`src/rtl/flash_cmd_pkg.sv`:
```
package flash_cmd_pkg;
  localparam logic [7:0] CMD_KEY = 8'h5A;

  typedef enum logic [3:0] {
    OP_PROG   = 4'h1,
    OP_LOCK   = 4'h2,
    OP_UNLOCK = 4'h4,
    OP_ERASE  = 4'h8,
    OP_GP_SET = 4'hB,
    OP_GP_CLR = 4'hD
  } op_e;

  localparam logic [1:0] A_CMD    = 2'd0;
  localparam logic [1:0] A_MODE   = 2'd1;
  localparam logic [1:0] A_STATUS = 2'd2;
  localparam logic [1:0] A_DATA   = 2'd3;

  localparam int STS_READY    = 0;
  localparam int STS_LOCK_ERR = 1;
  localparam int STS_PROG_ERR = 2;
  localparam int STS_LOCK_LSB = 8;
  localparam int STS_GP_LSB   = 16;
endpackage

```
`src/rtl/flash_cmd_decode.sv`:
```
module flash_cmd_decode
  import flash_cmd_pkg::*;
#(
  parameter int PAGE_W  = 4,
  parameter int REGIONS = 4,
  parameter int RG_W    = 2,
  parameter int GP_BITS = 4
) (
  input  logic [31:0]        cmd,
  input  logic [REGIONS-1:0] lock_n,
  output logic               cmd_ok,
  output op_e                op,
  output logic [PAGE_W-1:0]  page,
  output logic               lock_block
);
  logic            key_ok;
  logic            known;
  logic            gp_op;
  logic            gp_ok;
  logic [RG_W-1:0] region;

  assign key_ok = (cmd[31:24] == CMD_KEY);
  assign page   = cmd[8 +: PAGE_W];
  assign region = page[PAGE_W-1 -: RG_W];
  assign gp_ok  = (int'(page) < GP_BITS);

  always_comb begin
    known = 1'b1;
    op    = OP_PROG;
    case (cmd[3:0])
      4'h1:    op = OP_PROG;
      4'h2:    op = OP_LOCK;
      4'h4:    op = OP_UNLOCK;
      4'h8:    op = OP_ERASE;
      4'hB:    op = OP_GP_SET;
      4'hD:    op = OP_GP_CLR;
      default: known = 1'b0;
    endcase
  end

  assign gp_op = (op == OP_GP_SET) || (op == OP_GP_CLR);

  always_comb begin
    case (op)
      OP_PROG:  lock_block = !lock_n[region];
      OP_ERASE: lock_block = !(&lock_n);
      default:  lock_block = 1'b0;
    endcase
  end

  assign cmd_ok = key_ok && known && (!gp_op || gp_ok);
endmodule

```
`src/rtl/flash_busy_timer.sv`:
```
module flash_busy_timer #(
  parameter int BUSY_CYCLES = 8
) (
  input  logic clk,
  input  logic rst_n,
  input  logic start,
  output logic busy,
  output logic done
);
  localparam int CW = $clog2(BUSY_CYCLES + 1);
  localparam logic [CW-1:0] LOAD = CW'(BUSY_CYCLES - 1);

  logic [CW-1:0] cnt;

  assign done = busy && (cnt == '0);

  always_ff @(posedge clk or negedge rst_n) begin
    if (!rst_n) begin
      busy <= 1'b0;
      cnt  <= '0;
    end else if (start) begin
      busy <= 1'b1;
      cnt  <= LOAD;
    end else if (done) begin
      busy <= 1'b0;
    end else if (busy) begin
      cnt <= cnt - 1'b1;
    end
  end

  assert_cnt_range_R3: assert property (@(posedge clk) disable iff (!rst_n)
    cnt <= LOAD);
  assert_done_ends_R3: assert property (@(posedge clk) disable iff (!rst_n)
    done |=> !busy);
endmodule

```
`src/rtl/flash_nvm_store.sv`:
```
module flash_nvm_store
  import flash_cmd_pkg::*;
#(
  parameter int PAGES   = 16,
  parameter int PAGE_W  = 4,
  parameter int REGIONS = 4,
  parameter int RG_W    = 2,
  parameter int GP_BITS = 4,
  parameter int GP_W    = 2,
  parameter int DW      = 32
) (
  input  logic               clk,
  input  logic               rst_n,
  input  logic               apply,
  input  op_e                op,
  input  logic [PAGE_W-1:0]  page,
  input  logic [DW-1:0]      wdata,
  output logic [REGIONS-1:0] lock_n,
  output logic [GP_BITS-1:0] gp,
  input  logic               req_take,
  input  logic [PAGE_W-1:0]  req_addr,
  output logic               rsp_valid,
  output logic [DW-1:0]      rsp_data
);
  logic [PAGES-1:0][DW-1:0] mem;
  logic [PAGES-1:0]         prog_hit;
  logic [REGIONS-1:0]       rg_hit;
  logic [GP_BITS-1:0]       gp_hit;

  for (genvar p = 0; p < PAGES; p++) begin : g_page
    assign prog_hit[p] = apply && (op == OP_PROG) && (page == PAGE_W'(p));
  end
  for (genvar r = 0; r < REGIONS; r++) begin : g_region
    assign rg_hit[r] = apply && (page[PAGE_W-1 -: RG_W] == RG_W'(r));
  end
  for (genvar g = 0; g < GP_BITS; g++) begin : g_gp
    assign gp_hit[g] = apply && (page[GP_W-1:0] == GP_W'(g));
  end

  always_ff @(posedge clk or negedge rst_n) begin
    if (!rst_n) begin
      mem <= '1;
    end else if (apply && op == OP_ERASE) begin
      mem <= '1;
    end else begin
      for (int p = 0; p < PAGES; p++)
        if (prog_hit[p]) mem[p] <= wdata;
    end
  end

  always_ff @(posedge clk or negedge rst_n) begin
    if (!rst_n) begin
      lock_n <= '1;
      gp     <= '0;
    end else begin
      for (int r = 0; r < REGIONS; r++) begin
        if (rg_hit[r] && op == OP_LOCK)   lock_n[r] <= 1'b0;
        if (rg_hit[r] && op == OP_UNLOCK) lock_n[r] <= 1'b1;
      end
      for (int g = 0; g < GP_BITS; g++) begin
        if (gp_hit[g] && op == OP_GP_SET) gp[g] <= 1'b1;
        if (gp_hit[g] && op == OP_GP_CLR) gp[g] <= 1'b0;
      end
    end
  end

  always_ff @(posedge clk or negedge rst_n) begin
    if (!rst_n) begin
      rsp_valid <= 1'b0;
      rsp_data  <= '0;
    end else begin
      rsp_valid <= req_take;
      if (req_take) rsp_data <= mem[req_addr];
    end
  end

  assert_lock_stable_R5: assert property (@(posedge clk) disable iff (!rst_n)
    !apply |=> $stable(lock_n));
  assert_gp_stable_R8: assert property (@(posedge clk) disable iff (!rst_n)
    !apply |=> $stable(gp));
  assert_mem_stable_R7: assert property (@(posedge clk) disable iff (!rst_n)
    !apply |=> $stable(mem));
endmodule

```
`src/rtl/flash_cmd_ctrl.sv`:
```
module flash_cmd_ctrl
  import flash_cmd_pkg::*;
#(
  parameter int PAGES            = 16,
  parameter int PAGES_PER_REGION = 4,
  parameter int GP_BITS          = 4,
  parameter int BUSY_CYCLES      = 8,
  localparam int PAGE_W  = $clog2(PAGES),
  localparam int REGIONS = PAGES / PAGES_PER_REGION,
  localparam int RG_W    = $clog2(REGIONS),
  localparam int GP_W    = $clog2(GP_BITS)
) (
  input  logic              clk,
  input  logic              rst_n,
  input  logic              wr_en,
  input  logic [1:0]        wr_addr,
  input  logic [31:0]       wr_data,
  input  logic              rd_en,
  input  logic [1:0]        rd_addr,
  output logic              rd_valid,
  output logic [31:0]       rd_data,
  output logic              irq,
  input  logic              arr_req_valid,
  output logic              arr_req_ready,
  input  logic [PAGE_W-1:0] arr_req_addr,
  output logic              arr_rsp_valid,
  output logic [31:0]       arr_rsp_data
);
  logic               mode_ie;
  logic [31:0]        data_q;
  logic               ready_q, lock_err_q, prog_err_q;
  op_e                run_op;
  logic [PAGE_W-1:0]  run_page;
  logic [31:0]        run_data;

  logic               dec_ok, dec_block;
  op_e                dec_op;
  logic [PAGE_W-1:0]  dec_page;
  logic [REGIONS-1:0] lock_n;
  logic [GP_BITS-1:0] gp;
  logic               busy, done;
  logic               cmd_wr, accept, sts_rd;
  logic [31:0]        status;

  flash_cmd_decode #(
    .PAGE_W(PAGE_W), .REGIONS(REGIONS), .RG_W(RG_W), .GP_BITS(GP_BITS)
  ) u_decode (
    .cmd(wr_data), .lock_n(lock_n), .cmd_ok(dec_ok), .op(dec_op),
    .page(dec_page), .lock_block(dec_block)
  );

  flash_busy_timer #(.BUSY_CYCLES(BUSY_CYCLES)) u_timer (
    .clk(clk), .rst_n(rst_n), .start(accept), .busy(busy), .done(done)
  );

  assign arr_req_ready = !(busy && (run_op == OP_PROG || run_op == OP_ERASE));

  flash_nvm_store #(
    .PAGES(PAGES), .PAGE_W(PAGE_W), .REGIONS(REGIONS), .RG_W(RG_W),
    .GP_BITS(GP_BITS), .GP_W(GP_W), .DW(32)
  ) u_store (
    .clk(clk), .rst_n(rst_n), .apply(done), .op(run_op), .page(run_page),
    .wdata(run_data), .lock_n(lock_n), .gp(gp),
    .req_take(arr_req_valid && arr_req_ready), .req_addr(arr_req_addr),
    .rsp_valid(arr_rsp_valid), .rsp_data(arr_rsp_data)
  );

  assign cmd_wr = wr_en && (wr_addr == A_CMD);
  assign accept = cmd_wr && !busy && dec_ok && !dec_block;
  assign sts_rd = rd_en && (rd_addr == A_STATUS);

  always_ff @(posedge clk or negedge rst_n) begin
    if (!rst_n) begin
      mode_ie    <= 1'b0;
      data_q     <= '0;
      ready_q    <= 1'b1;
      lock_err_q <= 1'b0;
      prog_err_q <= 1'b0;
      run_op     <= OP_PROG;
      run_page   <= '0;
      run_data   <= '0;
    end else begin
      if (wr_en && wr_addr == A_MODE) mode_ie <= wr_data[0];
      if (wr_en && wr_addr == A_DATA) data_q  <= wr_data;
      if (accept) begin
        ready_q  <= 1'b0;
        run_op   <= dec_op;
        run_page <= dec_page;
        run_data <= data_q;
      end else if (done) begin
        ready_q <= 1'b1;
      end
      if (sts_rd || accept) begin
        lock_err_q <= 1'b0;
        prog_err_q <= 1'b0;
      end
      if (cmd_wr && (busy || !dec_ok)) prog_err_q <= 1'b1;
      if (cmd_wr && !busy && dec_ok && dec_block) lock_err_q <= 1'b1;
    end
  end

  always_comb begin
    status = '0;
    status[STS_READY]    = ready_q;
    status[STS_LOCK_ERR] = lock_err_q;
    status[STS_PROG_ERR] = prog_err_q;
    status[STS_LOCK_LSB +: REGIONS] = ~lock_n;
    status[STS_GP_LSB +: GP_BITS]   = gp;
  end

  always_ff @(posedge clk or negedge rst_n) begin
    if (!rst_n) begin
      rd_valid <= 1'b0;
      rd_data  <= '0;
    end else begin
      rd_valid <= rd_en;
      if (rd_en) begin
        case (rd_addr)
          A_MODE:   rd_data <= {31'd0, mode_ie};
          A_STATUS: rd_data <= status;
          A_DATA:   rd_data <= data_q;
          default:  rd_data <= '0;
        endcase
      end
    end
  end

  assign irq = ready_q && mode_ie;

  assert_busy_not_ready_R3: assert property (@(posedge clk) disable iff (!rst_n)
    busy |-> !ready_q);
  assert_read_block_only_busy_R11: assert property (@(posedge clk) disable iff (!rst_n)
    !arr_req_ready |-> busy);
  assert_lock_err_no_start_R6: assert property (@(posedge clk) disable iff (!rst_n)
    $rose(lock_err_q) |-> !busy);
  assert_busy_write_ignored_R9: assert property (@(posedge clk) disable iff (!rst_n)
    (cmd_wr && busy) |=> ($stable(run_op) && $stable(run_page)));
endmodule

```
`config.mk`:
```
export PLATFORM = sky130hd
export DESIGN_NAME = flash_cmd_ctrl
export DESIGN_NICKNAME = d
export VERILOG_FILES = /design/src/rtl/flash_cmd_pkg.sv /design/src/rtl/flash_cmd_decode.sv /design/src/rtl/flash_busy_timer.sv /design/src/rtl/flash_nvm_store.sv /design/src/rtl/flash_cmd_ctrl.sv
export SDC_FILE = /design/constraint.sdc
export NUM_CORES = 1
export LEC_CHECK = 0
export BUFFER_PORTS_ARGS = -buffer_cell sky130_fd_sc_hd__buf_2
export CORE_MARGIN = 5
export CORE_UTILIZATION = 56
export DETAILED_ROUTE_END_ITERATION = 6
export HOLD_SLACK_MARGIN = 0.12
export PLACE_DENSITY = 0.73
export SKIP_CTS_REPAIR_TIMING = 1
export SYNTH_ARGS = -nofsm -noshare
export SYNTH_HDL_FRONTEND = slang
export SYNTH_SLANG_ARGS = --single-unit
```
`constraint.sdc`:
```
create_clock -name clk -period 2.4 [get_ports clk]
set_clock_uncertainty 0.2 [all_clocks]
set_input_delay 0.48 -clock clk [delete_from_list [all_inputs] [get_ports clk]]
set_output_delay 0.48 -clock clk [all_outputs]
set_load 0.1 [all_outputs]
```
* After elaboration in Yosys (flattened, before gate mapping)
Index checks and enable logic that the tools add are counted.
** Word-level totals
- Register bits after elaboration :: 667
- Output and inout port bits :: 68
- Input bits :: 45
** Operators by class
- Add/subtract/negate cells :: 1
- Reductions and logical operators :: 105
- Mux-type cells :: 51
- Magnitude comparators :: 3
- Bitwise logic cells :: 1
- Equality and inequality tests :: 44
** Operators with widths (number)
- two-way mux 32 bit :: 17
- two-way mux 512 bit :: 1
- binary-select mux 32 bit (select 4 bit) :: 1
- one-hot mux 32 bit (3 select lines) :: 1
- equality test 4 bit, second input constant :: 17
- logical AND 1 bit :: 57
- nonzero test 2 bit :: 28
- two-way mux 1 bit :: 25
- equality test 4 x 3 -> 1 bit, second input constant :: 6
- one-hot mux 4 bit (5 select lines) :: 1
- equality test 4 x 1 -> 1 bit, second input constant :: 4
- equality test 4 x 2 -> 1 bit, second input constant :: 4
- equality test 2 bit, second input constant :: 7
- two-way mux 4 bit :: 3
- equality test 2 x 1 -> 1 bit, second input constant :: 4
- equality test 8 x 7 -> 1 bit, second input constant :: 1
- zero test 4 bit :: 2
- zero test 1 bit :: 7
- zero test 2 bit :: 3
- OR reduction 6 bit :: 1
- logical OR 1 bit :: 5
- less-than comparator 4 x 5 -> 1 bit, second input constant :: 1
- less-than comparator 4 x 3 -> 1 bit, second input constant :: 1
- NOT 4 bit :: 1
- other kinds (7) :: 7

* Longest topological paths before layout
Gate-level depths: netlist of run 1.
- Word-level depth :: 12
- Gate-level depth with buffers :: 9
- Gate-level depth less buffers :: 7

* By module
Synthesis of run 1 repeated with hierarchy kept, for this count alone.
** Unflattened totals
- Cells, all modules :: 2743
- Area total of the unflattened synthesis :: 34070.2 µm²
** By module, submodules not included
- flash_nvm_store :: area each 29101.7 µm², times used 1, cells an instance 2356
- flash_cmd_ctrl :: area each 4408.0 µm², times used 1, cells an instance 322
- flash_cmd_decode :: area each 285.3 µm², times used 1, cells an instance 38
- flash_busy_timer :: area each 275.3 µm², times used 1, cells an instance 27

* Worst setup path after synthesis of run 1
No wires, ideal clock.
- Kind :: register to register
- Start point :: register run_op[0]
- End point :: register u_store.rsp_data[14]
- Buffers on the path :: 3
- Period minus slack after synthesis :: 3.116 ns
- Library setup time :: 0.126 ns
- Arrival time :: 2.790 ns
- Slack :: -0.716 ns
- Stages on the path, launching flop included :: 9
- Path through :: dfstp_2 -> buf_2 -> xor2_1 -> nand3_1 -> nand2_1 -> clkbuf_1 -> clkbuf_1 -> nor3_1 -> a221o_1
** On the way
- Word-level cells in the longest chain between the ends :: 5
- Elaborated cells between the ends (all ways) :: 6
- Classes of those cells :: eq/ne: 2; reduce/logical: 4
** Ends and longest elaborated chain
- start, declared :: line flash_cmd_ctrl.sv:32 : op_e run_op;
- start signal, assigned :: line flash_cmd_ctrl.sv:87 : run_op <= dec_op;
- equality test 4 x 1 -> 1 bit or equality test 4 bit (tied branches) :: line flash_cmd_ctrl.sv:56 : assign arr_req_ready = !(busy && (run_op == OP_PROG || run_op == OP_ERASE));
- logical OR 1 bit * :: line flash_cmd_ctrl.sv:56
- logical AND 1 bit * :: line flash_cmd_ctrl.sv:56
- zero test 1 bit * :: line flash_cmd_ctrl.sv:56
- via arr_req_ready :: line flash_cmd_ctrl.sv:24 : output logic arr_req_ready,
- logical AND 1 bit * :: line flash_cmd_ctrl.sv:64 : .req_take(arr_req_valid && arr_req_ready), .req_addr(arr_req_addr),
- end signal, assigned :: line flash_nvm_store.sv:73 : if (req_take) rsp_data <= mem[req_addr];
- end, declared :: line flash_nvm_store.sv:23 : output logic [DW-1:0] rsp_data
Mark *: on every way through the listed nets, which the timed path passes. The rest lies on a longest branch.
A chain may end at the register's enable or synchronous reset.

* Worst setup path in the final report of run 1
- Start point :: register u_timer.cnt[1]
- End point :: register u_store.mem[173] (netlist bit)
** On the way
- Word-level cells in the longest chain between the ends :: 5
- Elaborated cells between the ends (all ways) :: 7
- Classes of those cells :: mux: 1; reduce/logical: 6
** Ends and longest elaborated chain
- start, declared :: line flash_busy_timer.sv:13 : logic [CW-1:0] cnt;
- start signal, assigned :: line flash_busy_timer.sv:27 : cnt <= cnt - 1'b1;
- zero test 4 bit * :: line flash_busy_timer.sv:15 : assign done = busy && (cnt == '0);
- logical AND 1 bit * :: line flash_busy_timer.sv:15
- logical AND 1 bit (2 in a row) :: line flash_nvm_store.sv:31 : assign prog_hit[p] = apply && (op == OP_PROG) && (page == PAGE_W'(p));
- nonzero test 2 bit (no line)
- end signal, assigned by index :: line flash_nvm_store.sv:47 : if (prog_hit[p]) mem[p] <= wdata;
- end, declared :: line flash_nvm_store.sv:25 : logic [PAGES-1:0][DW-1:0] mem;
Every way passes the cells marked *; elsewhere a longest branch is shown, timed or not.

==> flow_summary.ini, run 1 <==
[outcome]
status = finished with violations
violations = setup timing

[setup_path]
crit_chain = inv_2 -> ha_4 -> nor4bb_4 -> buf_6 -> nand3b_1 -> buf_6 -> nor2_4 -> clkbuf_16 -> nand2_1 -> nand3_1
worstSetupPathType = flop to flop
worst_path_most_repeated_cell = buf_6
reg2reg_from = u_timer.cnt[1]
arrival_ns = 2.75
startpoint = u_timer.cnt[1]
cp_top_family = simple AND/OR/NAND/NOR gates
startpoint_type = flop
path_buf_inv = 4
endpoint_kind = flop
slowest_delay_ns = 0.40
crit_required_ns = 2.74
crit_path_top_delay_cell = dfrtp_1
cp_max_fo = 8

[route]
dr.pass1.iters = 6
routed_wl_mm = 94.40
drtIter0Drc = 2720
route.vias.total = 25010
drc = 0
ant_nets = 0
vias_per_cell = 6.269
post_drt_wl_per_cell_um = 23.66

[floorplan]
pin_count = 113
rows = 86
fp.dieH_um = 247.0
die-area_mm2 = 0.06102
die_x_um = 247.0
fp.coreArea_mm2 = 0.05542
start_util_pct = 56.78

[clock_tree]
path_clk_slew_ns = 0.06
root_buffer = clkbuf_16
cts_buffers = 70
h-tree-depth = 3
clock_path_buffers = 3
cts_tree = done
worstSkewPairLatency_ns = 0.61
numClockSinks = 667

[global_route]
antenna_found_initial = 0
grt-ovfl-total = 0
grt_pass1_wl_mm = 144.7
grt_max_degree = 96
grtUsageTotal_pct = 30.25
grt_pass1_vias = 25440

[power]
p_leak_uw = 0.01650
p_per_area_mw_per_mm2 = 649.0
ir_drop_v = 0.0005490

[synthesis]
avgSynthCellArea_um2 = 10.19
yosysSeqAreaShare_pct = 55.11
synth_edf_count = 0
yosys_most_used_dff = dfstp_2
async_flop_share_pct = 100.0
syn_inst = 3088
yosysWarningCount = 0
synth.net_count = 3135
ys_types = 57
netlist_area_mm2 = 0.03146
synth-seq-cells = 667

[sta]
final-setup-viol-count = 2
worst_slew_pin_slew_ns = 0.9299
finalHoldViolations = 0
worst_slack_ns = -0.009094
fin_crit_sh_pct = 100.4
rsz0062_at_grt = true
max_freq_mhz = 415.1
whs_ns = 0.1079
drv_slew = 0
relSlewSlack_pct = 38.01
post-route-min-period_ns = 2.409

[placed_design]
pre_cts_slack_ns = -0.2003
place_congestion = 0.8445
dp_hpwl_mm = 55.14
portBuffers = 112

[job]
drv_cap = 0

[layout]
drive_gt1_share_pct = 36.67
layout_common_cells = nand2_1 (1066), dfstp_2 (518), nand3_1 (512), dfrtp_1 (148), mux4_2 (129)
nNetsFinal = 3237
areaGrowthSynthToFinish_pct = 17.24
layout_commonest_cell = nand2_1
final_util_pct = 66.56
antenna_cells = 0

[worst_hold_path]
hp-class = input port to flop
min_from = wr_addr[0]
per-stage QoR:
step                      instance area, µm²  std cells  power, µW  setup TNS, ns
final                                  36890       3990      23940      -0.009910
after global routing                   36890       3990      24690         -5.086
after CTS                              36080       3934      24020         -2.656
after detailed placement               33820       3810      13250         -7.408
after global placement                 33820       3810      13200         -6.451
after floorplan                        31480       3088      12580        -0.5154
cells in the mapped netlist, types with 3 or more instances:
cell type	n	area [µm²]
nand2_1	1074	4031
dfstp_2	518	13610
nand3_1	517	2587
clkbuf_1	226	848.3
dfrtp_1	149	3729
mux4_2	129	2905
mux2_2	73	822.0
mux2i_1	39	390.4
o21ai_0	38	190.2
inv_1	37	138.9
nor2_1	35	131.4
nor3_1	34	170.2
a221o_1	32	320.3
mux2_4	32	480.5
buf_4	31	232.7
buf_2	19	95.09
a21oi_1	15	75.07
buf_1	12	45.04
o22ai_1	10	62.56
xor2_1	5	43.79
nand2b_1	4	25.02
nor3b_1	4	30.03
and2_1	3	18.77
and3_1	3	18.77
buf_12	3	60.06
o21a_1	3	22.52
power breakdown:
group | internal [µW] | switching [µW] | total, µW
Sequential | 11500 | 136 | 11600
Clock | 6400 | 4420 | 10800
Combinational | 497 | 1030 | 1530
state kept, by name, summed over array words and instances, names as in the netlist, 4 cells and up:
register          cells
u_timer.cnt           4
run_page              4
data_q               32
run_op                4
run_data             32
u_store.gp            4
rd_data              32
u_store.mem         512
u_store.rsp_data     32
u_store.lock_n        4
cell type report:
type                       instances  area (µm²)
timing repair buffer             323        3312
multi-input combinational       2091       12890
tap                              748       935.9
fill                            4005       18530
sequential                       667       17340
clock buffer                     115        2145
inverter                          37       138.9
clock inverter                     9       122.6
worst reg2reg max path, cell delays in order, from the launching register on:
cell and delay [ns]:
dfrtp_1 0.40, inv_2 0.09, ha_4 0.13, nor4bb_4 0.20
buf_6 0.17, nand3b_1 0.20, buf_6 0.21, nor2_4 0.27
clkbuf_16 0.27, nand2_1 0.08, nand3_1 0.12
metal layers:
metal / track usage, % / vias up / share of wire (%)
li1: - / 10630 / -
met1: 40.41 / 12570 / 37
met2: 47.88 / 1530 / 47
met3: 7.285 / 291 / 11
met4: 12.78 / 0 / 4.6
met5: 0 / - / 0
path summary, 6_finish.rpt:
path                                   endpoint  slack (ns)  cells past startpoint
setup / recovery               u_store.mem[173]      -0.009                     10
hold / removal                          mode_ie        0.11                      4
setup reg to reg               u_store.mem[173]      -0.009                     10
hold reg to reg                u_store.mem[447]        0.28                      2
max in group asynchronous      u_store.mem[436]        0.93                      4
min in group asynchronous  u_store.rsp_data[31]        0.19                      2
cell families (layout without fill, tap and decap cells):
family / count (synthesis) / after routing / synth area share [%]
DFF: 667 / 667 / 55.11
and+or+nand+nor: 1700 / 1700 / 23.00
xor gates and xnor gates: 7 / 7 / 0.1949
muxes: 273 / 273 / 14.61
adders and majority gates: 2 / 2 / 0.07952
buffers and inverters: 330 / 484 / 4.585
AOI/OAI and AO/OA: 109 / 109 / 2.418
No activity file was read; power rests on OpenSTA's default activity.
==> run 2: changes to the inputs <==
--- a/config.mk
+++ b/config.mk
@@ -5,12 +5,14 @@
 export SDC_FILE = /design/constraint.sdc
 export NUM_CORES = 1
 export LEC_CHECK = 0
+export ABC_AREA = 1
 export BUFFER_PORTS_ARGS = -buffer_cell sky130_fd_sc_hd__buf_2
 export CORE_MARGIN = 5
 export CORE_UTILIZATION = 56
 export DETAILED_ROUTE_END_ITERATION = 6
 export HOLD_SLACK_MARGIN = 0.12
 export PLACE_DENSITY = 0.73
+export RECOVER_POWER = 100
 export SKIP_CTS_REPAIR_TIMING = 1
 export SYNTH_ARGS = -nofsm -noshare
 export SYNTH_HDL_FRONTEND = slang
==> run 2 against run 1 <==
- the flow finishes with violations (DRC, setup timing)
- largest cell class unchanged
- final cell count up 12%
- critical path depth decreased by 5
- sequential cell count unchanged
- area after synthesis shrank 3.3%
- non-clock buffer count is 25 lower
- via count grew 2.6%
- register-to-register slack gained 0.06 ns
- sequential share of layout area increased by 1.9 points
- sequential power about the same
- highest routed layer unchanged
- clock power barely moved
- combinational power is 54% higher
- global-route usage fell by 2.4 points
==> flow_summary.ini, run 2 <==
[synthesis]
synth_top_area_share_pct = 44.72
synth_area_leaders = dfstp_2 (45%), dfrtp_1 (12%), nand2_1 (10%), a21oi_1 (8.7%), nor2_1 (7.7%)
async_flop_share_pct = 100.0
synthTopCellsByCount = nand2_1 (837), nor2_1 (623), a21oi_1 (532)
synth.most_common_cell = nand2_1
synth_top_cell_by_area = dfstp_2
synth.net_count = 3655
ys_types = 37
yosysSeqAreaShare_pct = 56.97
yosys_most_used_dff = dfstp_2
synth-seq-cells = 667
netlist_area_mm2 = 0.03044
syn_inst = 3608
synth_edf_count = 0
yosysWarningCount = 0
avgSynthCellArea_um2 = 8.436

[route]
routed_wl_mm = 88.38
ant_nets = 0
post_drt_wl_per_cell_um = 19.83
drtIter0Drc = 2593
vias_per_cell = 5.760
drc = 1
dr.pass1.iters = 7
route.vias.total = 25670

[clock_tree]
h-tree-depth = 3
numClockSinks = 667
clock_path_buffers = 3
root_buffer = clkbuf_16
cts_tree = done
worstSkewPairLatency_ns = 0.60
cts_buffers = 69
path_clk_slew_ns = 0.06

[sta]
max_freq_mhz = 412.8
worst_slack_ns = -0.02267
post-route-min-period_ns = 2.423
fin_crit_sh_pct = 100.9
relSlewSlack_pct = 20.86
final-setup-viol-count = 1
whs_ns = 0.1073
drv_slew = 0
rsz0062_at_grt = true
worst_slew_pin_slew_ns = 1.183
finalHoldViolations = 0
final.setup.tns_ns = -0.02267

[outcome]
violations = DRC, setup timing
status = finished with violations

[setup_path]
reg2reg_from = u_timer.cnt[1]
slowest_delay_ns = 0.56
cp_max_fo = 4
endpoint_kind = primary output
rrSetupSlack_ns = 0.05
ff2ff_path_depth = 10
crit_path_top_delay_cell = dfstp_2
worstSetupPathType = flop to primary output
startpoint_type = flop
crit_required_ns = 1.72
crit_chain = inv_2 -> nand4_1 -> nand2_2 -> nand2_4 -> buf_12
rr_endpoint = u_store.mem[351]
arrival_ns = 1.74

[power]
p_leak_uw = 0.01482
p_per_area_mw_per_mm2 = 697.6
ir_drop_v = 0.0005306

[floorplan]
fp.dieH_um = 243.1
die-area_mm2 = 0.05911
pin_count = 113
fp.coreArea_mm2 = 0.05381
rows = 85
die_x_um = 243.1
start_util_pct = 56.56

[layout]
layout_commonest_cell = nand2_1
areaGrowthSynthToFinish_pct = 16.43
regMostFlops = u_store.mem
drive_gt1_share_pct = 24.59
antenna_cells = 0
fillCellCount = 4417
multi_input_area_mm2 = 0.01155
largest_reg_flops = 512
seq_area_mm2 = 0.01734
nNetsFinal = 3755
layout_common_cells = nand2_1 (830), nor2_1 (613), a21oi_1 (532), dfstp_2 (518), nand3_1 (403)

[placed_design]
dp_hpwl_mm = 49.61
place_congestion = 0.8318
portBuffers = 112

[worst_hold_path]
hold_depth = 5
whs_endpoint = rd_data[2]
hp-class = input port to flop
min_from = rd_addr[1]

[global_route]
grt_max_degree = 107
grt_pass1_wl_mm = 133.7
antenna_found_initial = 0
grt-ovfl-total = 0
grtUsageTotal_pct = 27.89
grt_pass1_vias = 24310

[job]
drv_cap = 0
==> run 2: cells by family after synthesis <==
| logic type | Yosys count | synth area share (%) |
|---|---|---|
| adders and majority gates | 2 | 0.08220 |
| muxes | 9 | 0.3330 |
| DFF | 667 | 56.97 |
| xor gates and xnor gates | 3 | 0.08634 |
| and+or+nand+nor | 1904 | 25.72 |
| AOI/OAI and AO/OA | 655 | 11.35 |
| buffers and inverters | 368 | 5.459 |
==> run 2: area by class of cell <==
| cell class | instances | share of cell area, % |
|---|---|---|
| flip-flops and latches | 667 | 48.93 |
| multi-input cells | 2573 | 32.60 |
| repair buffers | 298 | 8.629 |
| clock buffers | 107 | 5.819 |
| well taps | 696 | 2.457 |
| inverters | 99 | 1.091 |
| clock inverters | 17 | 0.4767 |
==> run 2: critical path, delay by kind of cell (launching register included) <==
kind	cells	cell delay, ns
flip-flops	1	0.56
buffers and inverters	2	0.22
AND/OR/NAND/NOR	3	0.37
==> run 2: through the flow <==
step | worst slack [ns] | util, % | instance area, µm² | instances | power (µW)
finish | -0.02267 | 65.85 | 35440 | 4457 | 24720
CTS | -0.3056 | 64.64 | 34780 | 4403 | 24850
detailed placement | -0.06293 | 60.49 | 32550 | 4279 | 14190
global placement | -0.01400 | 60.49 | 32550 | 4279 | 14180
global route | -0.09812 | 65.85 | 35440 | 4457 | 25530
floorplan | 0.2489 | - | 30440 | 3608 | 13320
==> run 2: layer usage <==
layer / track usage [%] / vias up / part of all wire [%]
li1: - / 12000 / -
met4: 8.728 / 0 / 2.8
met2: 44.48 / 1067 / 47
met5: 0 / - / 0
met3: 4.246 / 190 / 8.5
met1: 39.83 / 12420 / 42
==> run 2: worst max-delay path by stage <==
stage / startpoint / end / slack (ns)
after floorplan: run_op[0] / arr_req_ready / 0.25
after global placement: u_timer.cnt[0] / u_store.mem[136] / -0.01
after detailed placement: u_timer.cnt[0] / u_store.mem[136] / -0.06
after CTS: run_op[2] / arr_req_ready / -0.31
after global routing: u_timer.cnt[1] / u_store.mem[299] / -0.1
final: run_op[0] / arr_req_ready / -0.02
==> run 2: report_power, final <==
part	switching, µW	internal (µW)	total [µW]
Sequential	173	11500	11700
Clock	4440	6240	10700
Combinational	1840	517	2360
Total	6460	18300	24700
